**config.mk**
```make
export PLATFORM = sky130hd
export DESIGN_NAME = bidir_parity_port
export DESIGN_NICKNAME = d
export VERILOG_FILES = /design/src/rtl/bidir_parity_port.sv
export SDC_FILE = /design/constraint.sdc
export NUM_CORES = 1
export LEC_CHECK = 0
export ABC_CLOCK_PERIOD_IN_PS = 1250
export CAP_MARGIN = 20
export CORE_AREA = 2 2 68 70
export CTS_CLUSTER_SIZE = 10
export DETAILED_ROUTE_END_ITERATION = 10
export DIE_AREA = 0 0 70 72
export PLACE_DENSITY_LB_ADDON = 0.15
export SETUP_SLACK_MARGIN = 0.4
export SYNTH_ARGS = -nofsm -noshare
export SYNTH_HDL_FRONTEND = slang
export SYNTH_SLANG_ARGS = --single-unit
```
**constraint.sdc**
```tcl
create_clock -name clk -period 1.25 [get_ports clk]
set_clock_uncertainty 0.2 [all_clocks]
set_input_delay 0.125 -clock clk [delete_from_list [all_inputs] [get_ports clk]]
set_output_delay 0.125 -clock clk [all_outputs]
set_load 0.01 [all_outputs]
```
**src/rtl/bidir_parity_port.sv**
```systemverilog
module bidir_parity_port #(
  parameter int W = 8
) (
  input  logic         clk,
  input  logic         rst,
  input  logic [W-1:0] a_in,
  input  logic         ab_ld,
  input  logic         ab_ce_n,
  input  logic         b_oe_n,
  output logic [W-1:0] b_out,
  output logic         b_out_en,
  output logic         par_out,
  output logic         par_out_en,
  output logic         ab_full,
  input  logic [W-1:0] b_in,
  input  logic         par_in,
  input  logic         ba_ld,
  input  logic         ba_ce_n,
  input  logic         a_oe_n,
  output logic [W-1:0] a_out,
  output logic         a_out_en,
  output logic         err_n,
  output logic         ba_full
);

  logic [W-1:0] ab_q, ba_q;
  logic         pq;
  logic         ab_ld_h, ba_ld_h, b_oe_h, a_oe_h;

  logic ab_load, ba_load, ab_rel, ba_rel;
  assign ab_load = ab_ld & ~ab_ld_h & ~ab_ce_n;
  assign ba_load = ba_ld & ~ba_ld_h & ~ba_ce_n;
  assign ab_rel  = b_oe_n & ~b_oe_h;
  assign ba_rel  = a_oe_n & ~a_oe_h;

  always_ff @(posedge clk) begin
    if (rst) begin
      ab_q    <= '0;
      ba_q    <= '0;
      pq      <= 1'b0;
      ab_full <= 1'b0;
      ba_full <= 1'b0;
      ab_ld_h <= 1'b1;
      ba_ld_h <= 1'b1;
      b_oe_h  <= 1'b1;
      a_oe_h  <= 1'b1;
    end else begin
      ab_ld_h <= ab_ld;
      ba_ld_h <= ba_ld;
      b_oe_h  <= b_oe_n;
      a_oe_h  <= a_oe_n;
      if (ab_load) ab_q <= a_in;
      if (ba_load) begin
        ba_q <= b_in;
        pq   <= par_in;
      end
      ab_full <= ab_load | (ab_full & ~ab_rel);
      ba_full <= ba_load | (ba_full & ~ba_rel);
    end
  end

  assign b_out_en   = ~b_oe_n;
  assign par_out_en = ~b_oe_n;
  assign b_out      = b_out_en ? ab_q : '0;
  assign par_out    = par_out_en & ~(^ab_q);

  assign a_out_en   = ~a_oe_n;
  assign a_out      = a_out_en ? ba_q : '0;
  assign err_n      = a_oe_n | (^{pq, ba_q});

  assert_ab_capture_R1: assert property (@(posedge clk) disable iff (rst)
    ab_load |=> ab_q == $past(a_in));
  assert_ab_hold_R1: assert property (@(posedge clk) disable iff (rst)
    !ab_load |=> $stable(ab_q));
  assert_ba_capture_R2: assert property (@(posedge clk) disable iff (rst)
    ba_load |=> (ba_q == $past(b_in)) && (pq == $past(par_in)));
  assert_flag_set_R3: assert property (@(posedge clk) disable iff (rst)
    (ab_load |=> ab_full) and (ba_load |=> ba_full));
  assert_flag_clear_R4: assert property (@(posedge clk) disable iff (rst)
    (ab_rel && !ab_load) |=> !ab_full);
  assert_flag_hold_R4: assert property (@(posedge clk) disable iff (rst)
    (!ba_load && !ba_rel) |=> $stable(ba_full));
  assert_set_wins_R5: assert property (@(posedge clk) disable iff (rst)
    (ab_load && ab_rel) |=> ab_full);
  assert_b_off_R6: assert property (@(posedge clk) disable iff (rst)
    b_oe_n |-> (!b_out_en && !par_out_en && b_out == '0));
  assert_a_off_R8: assert property (@(posedge clk) disable iff (rst)
    a_oe_n |-> (!a_out_en && a_out == '0));
  assert_err_idle_R9: assert property (@(posedge clk) disable iff (rst)
    a_oe_n |-> err_n);
  assert_reset_R10: assert property (@(posedge clk)
    rst |=> (!ab_full && !ba_full && ab_q == '0 && ba_q == '0 && !pq));

endmodule

```
# Word level (Yosys, flattened, before mapping)
# Index checks and enable logic that the tools add are counted.
dict set report word_totals {
  regBits 23
  input_bits 25
  output_inout_bits 23
  elab_cells 36
}
dict set report classes {
  n_mux 2
  bitwise 23
  reduce_logical 2
}
# operator count
set ops {}
lappend ops {{8-bit 2-to-1 mux} 2}
lappend ops {{1-bit NOT} 11}
lappend ops {{1-bit bitwise AND} 9}
lappend ops {{9-bit XOR reduction} 1}
lappend ops {{8-bit XOR reduction} 1}
lappend ops {{1-bit OR} 3}

# Depth between registers and ports, before layout
# Gate-level depths: netlist of run 1.
dict set report depth {
  depth_word 5
  depth_mapped 4
  ltp_nobuf 4
}

# Least setup slack after synthesis of run 1
# OpenSTA, ideal clock, no wires.
dict set report synth_timing {
  path_type {reg-to-output}
  startpoint {register ba_q[3]}
  endpoint {output port err_n}
  arrival_time_ps 1126
  required_ps 925
  path_slack_ps -201
  path_stages_with_launch 5
  n_path_buf 0
  path_cell_list {dfxtp_1 > xor2_1 > xnor3_1 > xnor2_1 > nand2_1}
}
dict set report synth_between {
  elab_chain_len 2
}
# element line
set synth_rtl {}
lappend synth_rtl {{start, declared} 26} ;# logic [W-1:0] ab_q, ba_q;
lappend synth_rtl {{start signal, assigned} 54} ;# ba_q <= b_in;
lappend synth_rtl {{9-bit XOR reduction} 69} ;# assign err_n = a_oe_n | (^{pq, ba_q});
lappend synth_rtl {{1-bit OR} 69}
lappend synth_rtl {{end, declared} 22} ;# output logic err_n,
# Every way passes these cells.

# Final worst setup path of run 1
dict set report layout_timing {
  startpoint {register ba_q[5]}
  endpoint {output port err_n}
}
# Same word-level chain as after synthesis.

==> reports/metrics.cfg, run 1 <==
[outcome]
status=finished with violations
violations=hold timing, setup timing

[yosys]
synthTopCellsByArea=dfxtp_1 44%, mux2i_1 16%, nor2b_1 8.9%
syn_avg_cell_area_um2=9.55
synth_nets=135
synth_ff_type=dfxtp_1
synth-edff-count=0
yosys.area_share.simple_pct=22.3
synth-adder-area-share_pct=0
async_flop_share_pct=0
synth_compound_area_share_pct=0.952
syn_inst=110
synthMuxAreaShare_pct=16.2
synth_commonest_cells=23 x dfxtp_1, 20 x nor2_1, 17 x mux2i_1
synth.distinct_cells=18
ys_seq_area_share_pct=43.8
synth_top_family_by_area=simple AND/OR/NAND/NOR gates
netlist.area_leader.share_pct=43.8
synth-xor-area-share_pct=13.0
synth.most_common_cell=dfxtp_1
synth-seq-cells=23
yosysWarnings=0
yosysTopAreaCell=dfxtp_1
netlist_area_mm2=0.00105

[timing]
worstMarginPinSlew_ps=243
holdWs_ps=-17.4
report.final.hold_viol_count=2
finalSetupViolCount=22
fmax_ghz=0.533
finalCritPeriodShare_pct=150
min_period_ps=1880
rsz0062_at_grt=yes
fin_ws_ps=-627
maxSlewHeadroom_pct=83.8
drv_slew=0

[placement]
io_buffers=47
dp.final_hpwl_um=1970
globalplace.congestion=0.677

[worst_setup_path]
arrival_ps=1550
startpoint_type=flop
cp_max_fo=2
end_kind=output port
worstPathRequired_ps=930
setup.worst_path.class=reg -> out
regToRegSetupSlack_ps=-30

[final_layout]
layout-drive-gt1-share_pct=57.6
nFillCells=399
antenna_cells=0
multiInputGateArea_um2=728
area_growth_pct=104
nets=210
regArea_um2=495

[global_route]
grt_most_used_layer=met2
grt_pass1_wl_um=4830
met2_usage_pct=22.2
antenna_found_initial=0
grt_max_degree=13
grt_use_met3_pct=2.08
grt_pass1_vias=1074
grt_util_met1_pct=13.7
grtUsageTotal_pct=11.9
grt.overflow.total=0

[floorplanning]
dieArea_mm2=0.00504
num_io_pins=48
core_mm2=0.00426
start_util_pct=24.6
die_y_um=72
row_count=24
die_x_um=70

[drt]
viasPerCell=4.18
drt_first_pass_iters=3
antenna_left=0
wirelength_um=2810
drt_iter0_drc=19
wl_per_cell_um=11.9
drc=0
route.vias.total=987

[pwr]
finalPower_mw=1.54
p_leak_nw=0.845
power_density_mw_per_mm2=720
ir_drop_uv=348

[clock_tree]
clk_pin_slew_ps=80
cts-root-buf=clkbuf_8
htreeDepth=1
max-clock-path-buffers=2
clkLatencyLatePin_ps=260
cts_buffers=3
cts.sinks=23
cts_tree=built

[min_path]
hold_path.class=in -> reg

[job]
cap_viol_max_count=0

-- cell type report --
cell class              instances  area share [%]
inverters                       2           0.350
well taps                      52            3.04
multi-input cells              78            34.0
flip-flops and latches         23            23.1
clock buffers                   4            2.10
repair buffers                 77            37.4
-- registers in the layout, indices dropped and copies added (netlist names) --
signal	flops
ab_q	8
ba_q	8
a_oe_h	1
ab_full	1
ab_ld_h	1
b_oe_h	1
ba_full	1
ba_ld_h	1
pq	1
-- where the power goes --
group          internal [mW]  leakage (nW)  switching [mW]  total, mW
registers              0.749         0.197          0.0157      0.765
clock network          0.227        0.0228           0.224      0.451
logic                  0.203         0.625           0.122      0.325
-- cell usage in the layout (no fill, tap or decap), types with 2 or more instances in the layout --
| master | instances |
|---|---|
| buf_6 | 42 |
| nor2_1 | 20 |
| clkdlybuf4s50_1 | 18 |
| nor2b_4 | 16 |
| mux2i_1 | 16 |
| dfxtp_2 | 16 |
| xnor2_1 | 7 |
| buf_4 | 7 |
| dfxtp_4 | 4 |
| dlygate4sd2_1 | 4 |
| buf_2 | 4 |
| xnor2_2 | 3 |
| or2_1 | 3 |
| dfxtp_1 | 3 |
| clkbuf_8 | 3 |
| inv_2 | 2 |
| xor2_1 | 2 |
| nand2b_1 | 2 |
| a21oi_2 | 2 |
| buf_12 | 2 |
-- worst paths after layout --
check | start | to | cells past startpoint
max | ba_q[5]$_SDFFE_PP0P_ | err_n | 5
min | ab_ld | ab_ld_h$_SDFF_PP1_ | 2
max reg2reg | ba_ld_h$_SDFF_PP1_ | ba_q[5]$_SDFFE_PP0P_ | 4
min reg2reg | pq$_SDFFE_PP0P_ | pq$_SDFFE_PP0P_ | 2
-- worst max-delay path: stages, from the launching register on --
cell and delay (ps):
dfxtp_4 360, xnor2_2 140, xnor3_1 410, xnor2_1 170, nand2_1 80, buf_2 140
-- per-stage QoR --
step                      cells  worst slack, ps  util, %  setup TNS (ps)  area, um2
after floorplan             110             -156        -            -156       1150
after global placement      225             -669     42.5          -15310       1810
after detailed placement    225             -669     42.5          -15510       1810
after CTS                   235             -667     48.2           -1830       2060
after global routing        236             -710     50.2           -3430       2140
final                       236             -627     50.2           -1650       2140
-- what timing repair did --
action | 4_1_cts | 5_1_grt
pin swaps | 8 | 4
setup endpoints to repair | 46 | 42
setup buffers | 6 | 1
endpoints found under the hold margin | 2 | 1
gates resized for setup | 171 | 19
-- logic make-up after synthesis --
family          Yosys count
compound gates            2
xor+xnor                 14
buf+inv                   9
flops                    23
mux                      17
simple gates             45
-- per-layer routing --
layer,share of wire [%],up-vias
met5,0,-
met4,0.68,0
met3,5.6,2
met2,53,33
met1,41,459
li1,-,493
(Power assumes the default switching activity.)
==> run 2: changes to the inputs <==
--- a/config.mk
+++ b/config.mk
@@ -12,7 +12,7 @@
 export DETAILED_ROUTE_END_ITERATION = 10
 export DIE_AREA = 0 0 70 72
 export PLACE_DENSITY_LB_ADDON = 0.15
-export SETUP_SLACK_MARGIN = 0.4
+export RECOVER_POWER = 100
 export SYNTH_ARGS = -nofsm -noshare
 export SYNTH_HDL_FRONTEND = slang
 export SYNTH_SLANG_ARGS = --single-unit
==> run 2 against run 1 <==
The flow finishes with violations (setup timing). Sequential share of layout area is 0.40 points higher. Sequential power barely moved. Routed wire length increased by 1.9%. Register-to-register slack lost 70 ps. Critical path depth is the same. Setup slack better by 26 ps. Global-route usage is 0.89 points lower.
==> reports/metrics.cfg, run 2 (synthesis results as in run 1) <==
[final_layout]
area_growth_pct=98.3  ; was 104%
postLayoutCellArea_mm2=0.00208  ; was 0.00214 mm2
layout_commonest_cell=buf_6  ; unchanged
largestRegisters=ab_q: 8 flops, ba_q: 8 flops  ; unchanged
layout_common_cells=34 x buf_6, 20 x nor2_1, 19 x clkdlybuf4s50_1  ; was 42 x buf_6, 20 x nor2_1, 18 x clkdlybuf4s50_1
instances_no_fill=240  ; was 236
nets=214  ; was 210
layout-drive-gt1-share_pct=50.0  ; was 57.6%
antenna_cells=0  ; unchanged
nFillCells=407  ; was 399

[global_route]
grt_max_degree=14  ; was 13
grtUsageTotal_pct=11.0  ; was 11.9%
grt_pass1_vias=1033  ; was 1074
grt_use_met3_pct=2.64  ; was 2.08%
met2_usage_pct=19.4  ; was 22.2%
antenna_found_initial=0  ; unchanged
grt_most_used_layer=met2  ; unchanged
grt_util_met1_pct=13.1  ; was 13.7%
grt.overflow.total=0  ; unchanged
grt_pass1_wl_um=4470  ; was 4830 um

[drt]
route.vias.total=996  ; was 987
viasPerCell=4.15  ; was 4.18
drt_iter0_drc=7  ; was 19
drc=0  ; unchanged
wirelength_um=2860  ; was 2810 um
drt_first_pass_iters=4  ; was 3
antenna_left=0  ; unchanged
wl_per_cell_um=11.9  ; about the same

[floorplanning]
core_mm2=0.00426  ; unchanged
dieArea_mm2=0.00504  ; unchanged
die_y_um=72  ; unchanged
row_count=24  ; unchanged
start_util_pct=24.6  ; unchanged
num_io_pins=48  ; unchanged
die_x_um=70  ; unchanged

[worst_setup_path]
startpoint_type=flop  ; unchanged
end_kind=output port  ; unchanged
worstPathRequired_ps=930  ; about the same
arrival_ps=1530  ; was 1550 ps
regToRegSetupSlack_ps=-100  ; was -30 ps
setup.worst_path.class=reg -> out  ; unchanged
cp_max_fo=2  ; unchanged

[timing]
worstMarginPinSlew_ps=299  ; was 243 ps
fin_ws_ps=-601  ; was -627 ps
fmax_ghz=0.540  ; was 0.533 GHz
finalCritPeriodShare_pct=148  ; was 150%
min_period_ps=1850  ; was 1880 ps
finalSetupViolCount=32  ; was 22
rsz0062_at_grt=yes  ; unchanged
report.final.hold_viol_count=0  ; was 2
drv_slew=0  ; unchanged
maxSlewHeadroom_pct=80.0  ; was 83.8%
fin_setup_tns_ps=-2490  ; was -1650 ps

[placement]
placed_area_mm2=0.00173  ; was 0.00181 mm2
dp_cells=225  ; unchanged
io_buffers=47  ; unchanged
dp.final_hpwl_um=1850  ; was 1970 um
globalplace.congestion=0.670  ; was 0.677
place_ws_ps=-666  ; was -669 ps

[clock_tree]
htreeDepth=1  ; unchanged
cts_tree=built  ; unchanged
cts_buffers=3  ; unchanged
clkLatencyLatePin_ps=260  ; about the same
max-clock-path-buffers=2  ; unchanged
cts.sinks=23  ; unchanged
cts-root-buf=clkbuf_8  ; unchanged
clk_pin_slew_ps=80  ; about the same

[pwr]
ir_drop_uv=311  ; was 348 uV
finalPower_mw=1.54  ; about the same
p_switching_uw=371  ; was 362 uW
p_leak_nw=0.849  ; was 0.845 nW
swShare_pct=24.0  ; was 23.5%
power_frac_clock_pct=30.0  ; was 29.3%
p_int_mw=1.17  ; was 1.18 mW
seqPwrFrac_pct=49.7  ; was 49.6%
comb_power_share_pct=20.3  ; was 21.1%
power_density_mw_per_mm2=740  ; was 720 mW/mm2

[outcome]
violations=setup timing  ; was hold timing, setup timing
status=finished with violations  ; unchanged

[job]
cap_viol_max_count=0  ; unchanged

[min_path]
hold_path.class=in -> reg  ; unchanged

==> run 2: cell count changes in the layout (fill, tap and decap cells not counted), moves of 3 or more <==
| cell | delta |
|---|---|
| buf_6 | -8 |
| nor2b_1 | +5 |
| nor2b_4 | -5 |
| buf_2 | +3 |
==> run 2: path summary, 6_finish.rpt <==
path,start,endpoint,depth (start not counted)
setup reg to reg,ba_ld_h$_SDFF_PP1_,ba_q[0]$_SDFFE_PP0P_,4
hold / removal,a_oe_n,a_oe_h$_SDFF_PP1_,4
setup / recovery,ba_q[4]$_SDFFE_PP0P_,err_n,5
hold reg to reg,ba_full$_SDFF_PP0_,ba_full$_SDFF_PP0_,2
==> run 2: cell type report <==
class                   count  area (um2)  share of cell area, %
multi-input cells          78         696                   33.4
repair buffers             81         779                   37.4
inverters                   2        7.51                  0.360
well taps                  52        65.1                   3.12
clock buffers               3        41.3                   1.98
flip-flops and latches     23         490                   23.5
clock inverters             1        5.00                  0.240
==> run 2: power groups by stage <==
stage	clock network, mW	logic (mW)	registers, mW
after floorplan	0	0.111	0.781
after global placement	0	0.273	0.781
after detailed placement	0	0.275	0.781
after CTS	0.484	0.286	0.769
after global routing	0.519	0.339	0.770
final	0.462	0.313	0.767
==> run 2: critical path: stages, from the launching register on <==
cell and delay [ps]:
dfxtp_2 340, xnor2_2 150, xnor3_1 420, xnor2_1 150, nand2_1 60, buf_2 140
==> run 2: metal layers <==
metal  part of all wire (%)  vias to the layer above
met3                    7.5                        4
met2                     49                       37
met4                    1.2                        0
met1                     42                      455
met5                      0                        -
li1                       -                      500
==> run 2: through the flow <==
step                      hold slack [ps]  util [%]
after floorplan                      22.1         -
after global placement                282      40.7
after detailed placement              283      40.7
after CTS                             186      43.3
after global routing                  223      48.9
final                                 200      48.9
==> run 2: timing repair <==
action                                  CTS  global route
endpoints found under the setup margin   40            36
gates resized for setup                 131            47
hold buffers                              1             0
gates cloned                              1             1
setup buffers                             5            10
endpoints found under the hold margin     1             0
pin swaps                                10             6
==> run 3: changes to the inputs <==
--- a/config.mk
+++ b/config.mk
@@ -8,9 +8,11 @@
 export ABC_CLOCK_PERIOD_IN_PS = 1250
 export CAP_MARGIN = 20
 export CORE_AREA = 2 2 68 70
-export CTS_CLUSTER_SIZE = 10
+export CTS_BUF_LIST = sky130_fd_sc_hd__clkbuf_2 sky130_fd_sc_hd__clkbuf_4 sky130_fd_sc_hd__clkbuf_8
+export CTS_CLUSTER_SIZE = 20
 export DETAILED_ROUTE_END_ITERATION = 10
 export DIE_AREA = 0 0 70 72
+export MAX_ROUTING_LAYER = met4
 export PLACE_DENSITY_LB_ADDON = 0.15
 export RECOVER_POWER = 100
 export SYNTH_ARGS = -nofsm -noshare
==> run 3 against run 2 <==
Worst hold slack about the same. Highest routed layer unchanged. Setup slack about the same. Die area unchanged. First-iteration DRC count rose by 57%. Register-to-register slack gained 30 ps. Critical path type unchanged. Maximum frequency is essentially flat. Clock-buffer cell count stayed put. Sequential share of layout area shrank 0.15 points. The run still ends with setup timing left. Flip-flop and latch count stayed put.
==> reports/metrics.cfg, run 3 (synthesis results as in run 1) <==
[clock_tree]
cts_tree=built  ; unchanged
cts-root-buf=clkbuf_8  ; unchanged
clk_pin_slew_ps=80  ; about the same
cts_buffers=3  ; unchanged
htreeDepth=1  ; unchanged
clkLatencyLatePin_ps=260  ; about the same
max-clock-path-buffers=2  ; unchanged
cts.sinks=23  ; unchanged

[drt]
wl_per_cell_um=11.9  ; about the same
drt_iter0_drc=11  ; was 7
antenna_left=0  ; unchanged
drc=0  ; unchanged
viasPerCell=4.15  ; about the same
drt_first_pass_iters=4  ; unchanged
route.vias.total=999  ; was 996
wirelength_um=2870  ; was 2860 um

[final_layout]
largestRegisters=ab_q: 8 flops, ba_q: 8 flops  ; unchanged
area_growth_pct=99.6  ; was 98.3%
instances_no_fill=241  ; was 240
nets=215  ; was 214
fin_util_pct=49.2  ; was 48.9%
nFillCells=408  ; was 407
antenna_cells=0  ; unchanged
layout_common_cells=34 x buf_6, 20 x nor2_1, 19 x clkdlybuf4s50_1  ; unchanged
layout-drive-gt1-share_pct=50.3  ; was 50.0%
layout_commonest_cell=buf_6  ; unchanged

[worst_setup_path]
rr_worst_depth=4  ; unchanged
cp_max_fo=2  ; unchanged
setup.worst_path.class=reg -> out  ; unchanged
slowest_stage=xnor3_1  ; unchanged
end_kind=output port  ; unchanged
worstPathCellList=xnor2_2 -> xnor3_1 -> xnor2_1 -> nand2_1 -> buf_2  ; unchanged
regToRegStartpoint=ab_ld_h$_SDFF_PP1_  ; was ba_ld_h$_SDFF_PP1_
regToRegSetupSlack_ps=-70  ; was -100 ps
worstPathRequired_ps=930  ; about the same
arrival_ps=1530  ; about the same
reg2reg_to=ab_q[5]$_SDFFE_PP0P_  ; was ba_q[0]$_SDFFE_PP0P_
startpoint_type=flop  ; unchanged
crit_family=XOR/XNOR gates  ; unchanged
critical-path-max-stage-delay_ps=420  ; about the same
critical_path_buf_inv_count=1  ; unchanged

[placement]
dp.final_hpwl_um=1850  ; unchanged
place_ws_ps=-666  ; unchanged
dp_cells=225  ; unchanged
io_buffers=47  ; unchanged
globalplace.congestion=0.677  ; was 0.670

[min_path]
hold_path.class=in -> reg  ; unchanged
min_to=a_oe_h$_SDFF_PP1_  ; unchanged
worstHoldStart=a_oe_n  ; unchanged
holdPathStages=4  ; unchanged

[pwr]
ir_drop_uv=311  ; about the same
p_leak_nw=0.859  ; was 0.849 nW
p_int_mw=1.17  ; about the same
power_density_mw_per_mm2=736  ; was 740 mW/mm2
comb_power_share_pct=20.5  ; was 20.3%
seqPwrFrac_pct=49.7  ; about the same
swShare_pct=24.0  ; about the same
power_frac_clock_pct=29.8  ; was 30.0%
p_switching_uw=371  ; about the same

[floorplanning]
die_y_um=72  ; unchanged
core_mm2=0.00426  ; unchanged
dieArea_mm2=0.00504  ; unchanged
row_count=24  ; unchanged
num_io_pins=48  ; unchanged
die_x_um=70  ; unchanged
start_util_pct=24.6  ; unchanged

[timing]
fmax_ghz=0.540  ; about the same
fin_setup_tns_ps=-2220  ; was -2490 ps
fin_ws_ps=-601  ; about the same
maxSlewHeadroom_pct=83.2  ; was 80.0%
finalCritPeriodShare_pct=148  ; about the same
worstMarginPinSlew_ps=252  ; was 299 ps
rsz0062_at_grt=yes  ; unchanged
report.final.hold_viol_count=0  ; unchanged
holdWs_ps=200  ; about the same
drv_slew=0  ; unchanged
finalSetupViolCount=32  ; unchanged
min_period_ps=1850  ; about the same

[global_route]
grtUsageTotal_pct=11.3  ; was 11.0%
grt.overflow.total=0  ; unchanged
grt_pass1_vias=1033  ; unchanged
grt_max_degree=14  ; unchanged
grt_pass1_wl_um=4470  ; unchanged
antenna_found_initial=0  ; unchanged

[outcome]
violations=setup timing  ; unchanged
status=finished with violations  ; unchanged

[job]
cap_viol_max_count=0  ; unchanged

[run 3: cell count changes in the layout (fill, tap and decap cells not counted)]
cell     change
nor3b_2      -1
buf_4        +1
nor3b_4      +1
[run 3: stage by stage]
| step | instance area (um2) | total power, mW |
|---|---|---|
| 2_1_floorplan | 1060 | 0.893 |
| 3_3_place_gp | 1730 | 1.05 |
| 3_5_place_dp | 1730 | 1.06 |
| 4_1_cts | 1850 | 1.54 |
| 5_1_grt | 2100 | 1.63 |
| 6_report | 2100 | 1.54 |
[run 3: worst max-delay path by stage]
| stage | to | slack, ps | cells past startpoint | startpoint |
|---|---|---|---|---|
| after floorplan | err_n | -160 | 4 | ba_q[5]$_SDFFE_PP0P_ |
| after global placement | err_n | -670 | 5 | ba_q[5]$_SDFFE_PP0P_ |
| after detailed placement | err_n | -670 | 5 | ba_q[5]$_SDFFE_PP0P_ |
| after CTS | err_n | -660 | 5 | ba_q[2]$_SDFFE_PP0P_ |
| after global routing | err_n | -720 | 5 | ba_q[4]$_SDFFE_PP0P_ |
| final | err_n | -600 | 5 | ba_q[4]$_SDFFE_PP0P_ |
[run 3: routing by layer]
metal	part of all wire (%)	GRT usage, %	vias up
li1	-	-	502
met1	43	13.3	456
met2	49	19.4	37
met3	6.7	2.22	4
met4	1.2	3.85	0
met5	0	-	-
[run 3: final cells by class]
| cell class | instances | area, um2 | area share, % |
|---|---|---|---|
| sequential | 23 | 490 | 23.4 |
| timing repair buffer | 82 | 787 | 37.5 |
| clock buffer | 3 | 41.3 | 1.97 |
| clock inverter | 1 | 5.00 | 0.239 |
| tap | 52 | 65.1 | 3.10 |
| inverter | 2 | 7.51 | 0.358 |
| multi-input combinational | 78 | 702 | 33.5 |
[run 3: timing repair]
| action | in CTS | in global routing |
|---|---|---|
| pin swaps | 10 | 6 |
| endpoints found under the hold margin | 1 | 0 |
| setup endpoints to repair | 40 | 36 |
| gates resized for setup | 131 | 47 |
| cloned | 1 | 1 |
| setup buffers | 5 | 11 |
| hold buffers | 1 | 0 |
[run 3: power groups by stage]
stage               Sequential, mW  Clock, mW  Combinational [mW]
floorplan                    0.781          0               0.111
global placement             0.781          0               0.273
detailed placement           0.781          0               0.275
CTS                          0.769      0.484               0.286
global route                 0.770      0.519               0.342
finish                       0.768      0.460               0.316
[run 3: worst reg2reg max path: stages, from the launching register on]
cell and delay, ps:
dfxtp_2 330, nor3b_4 230, buf_6 170, mux2i_2 220
nor2_1 60
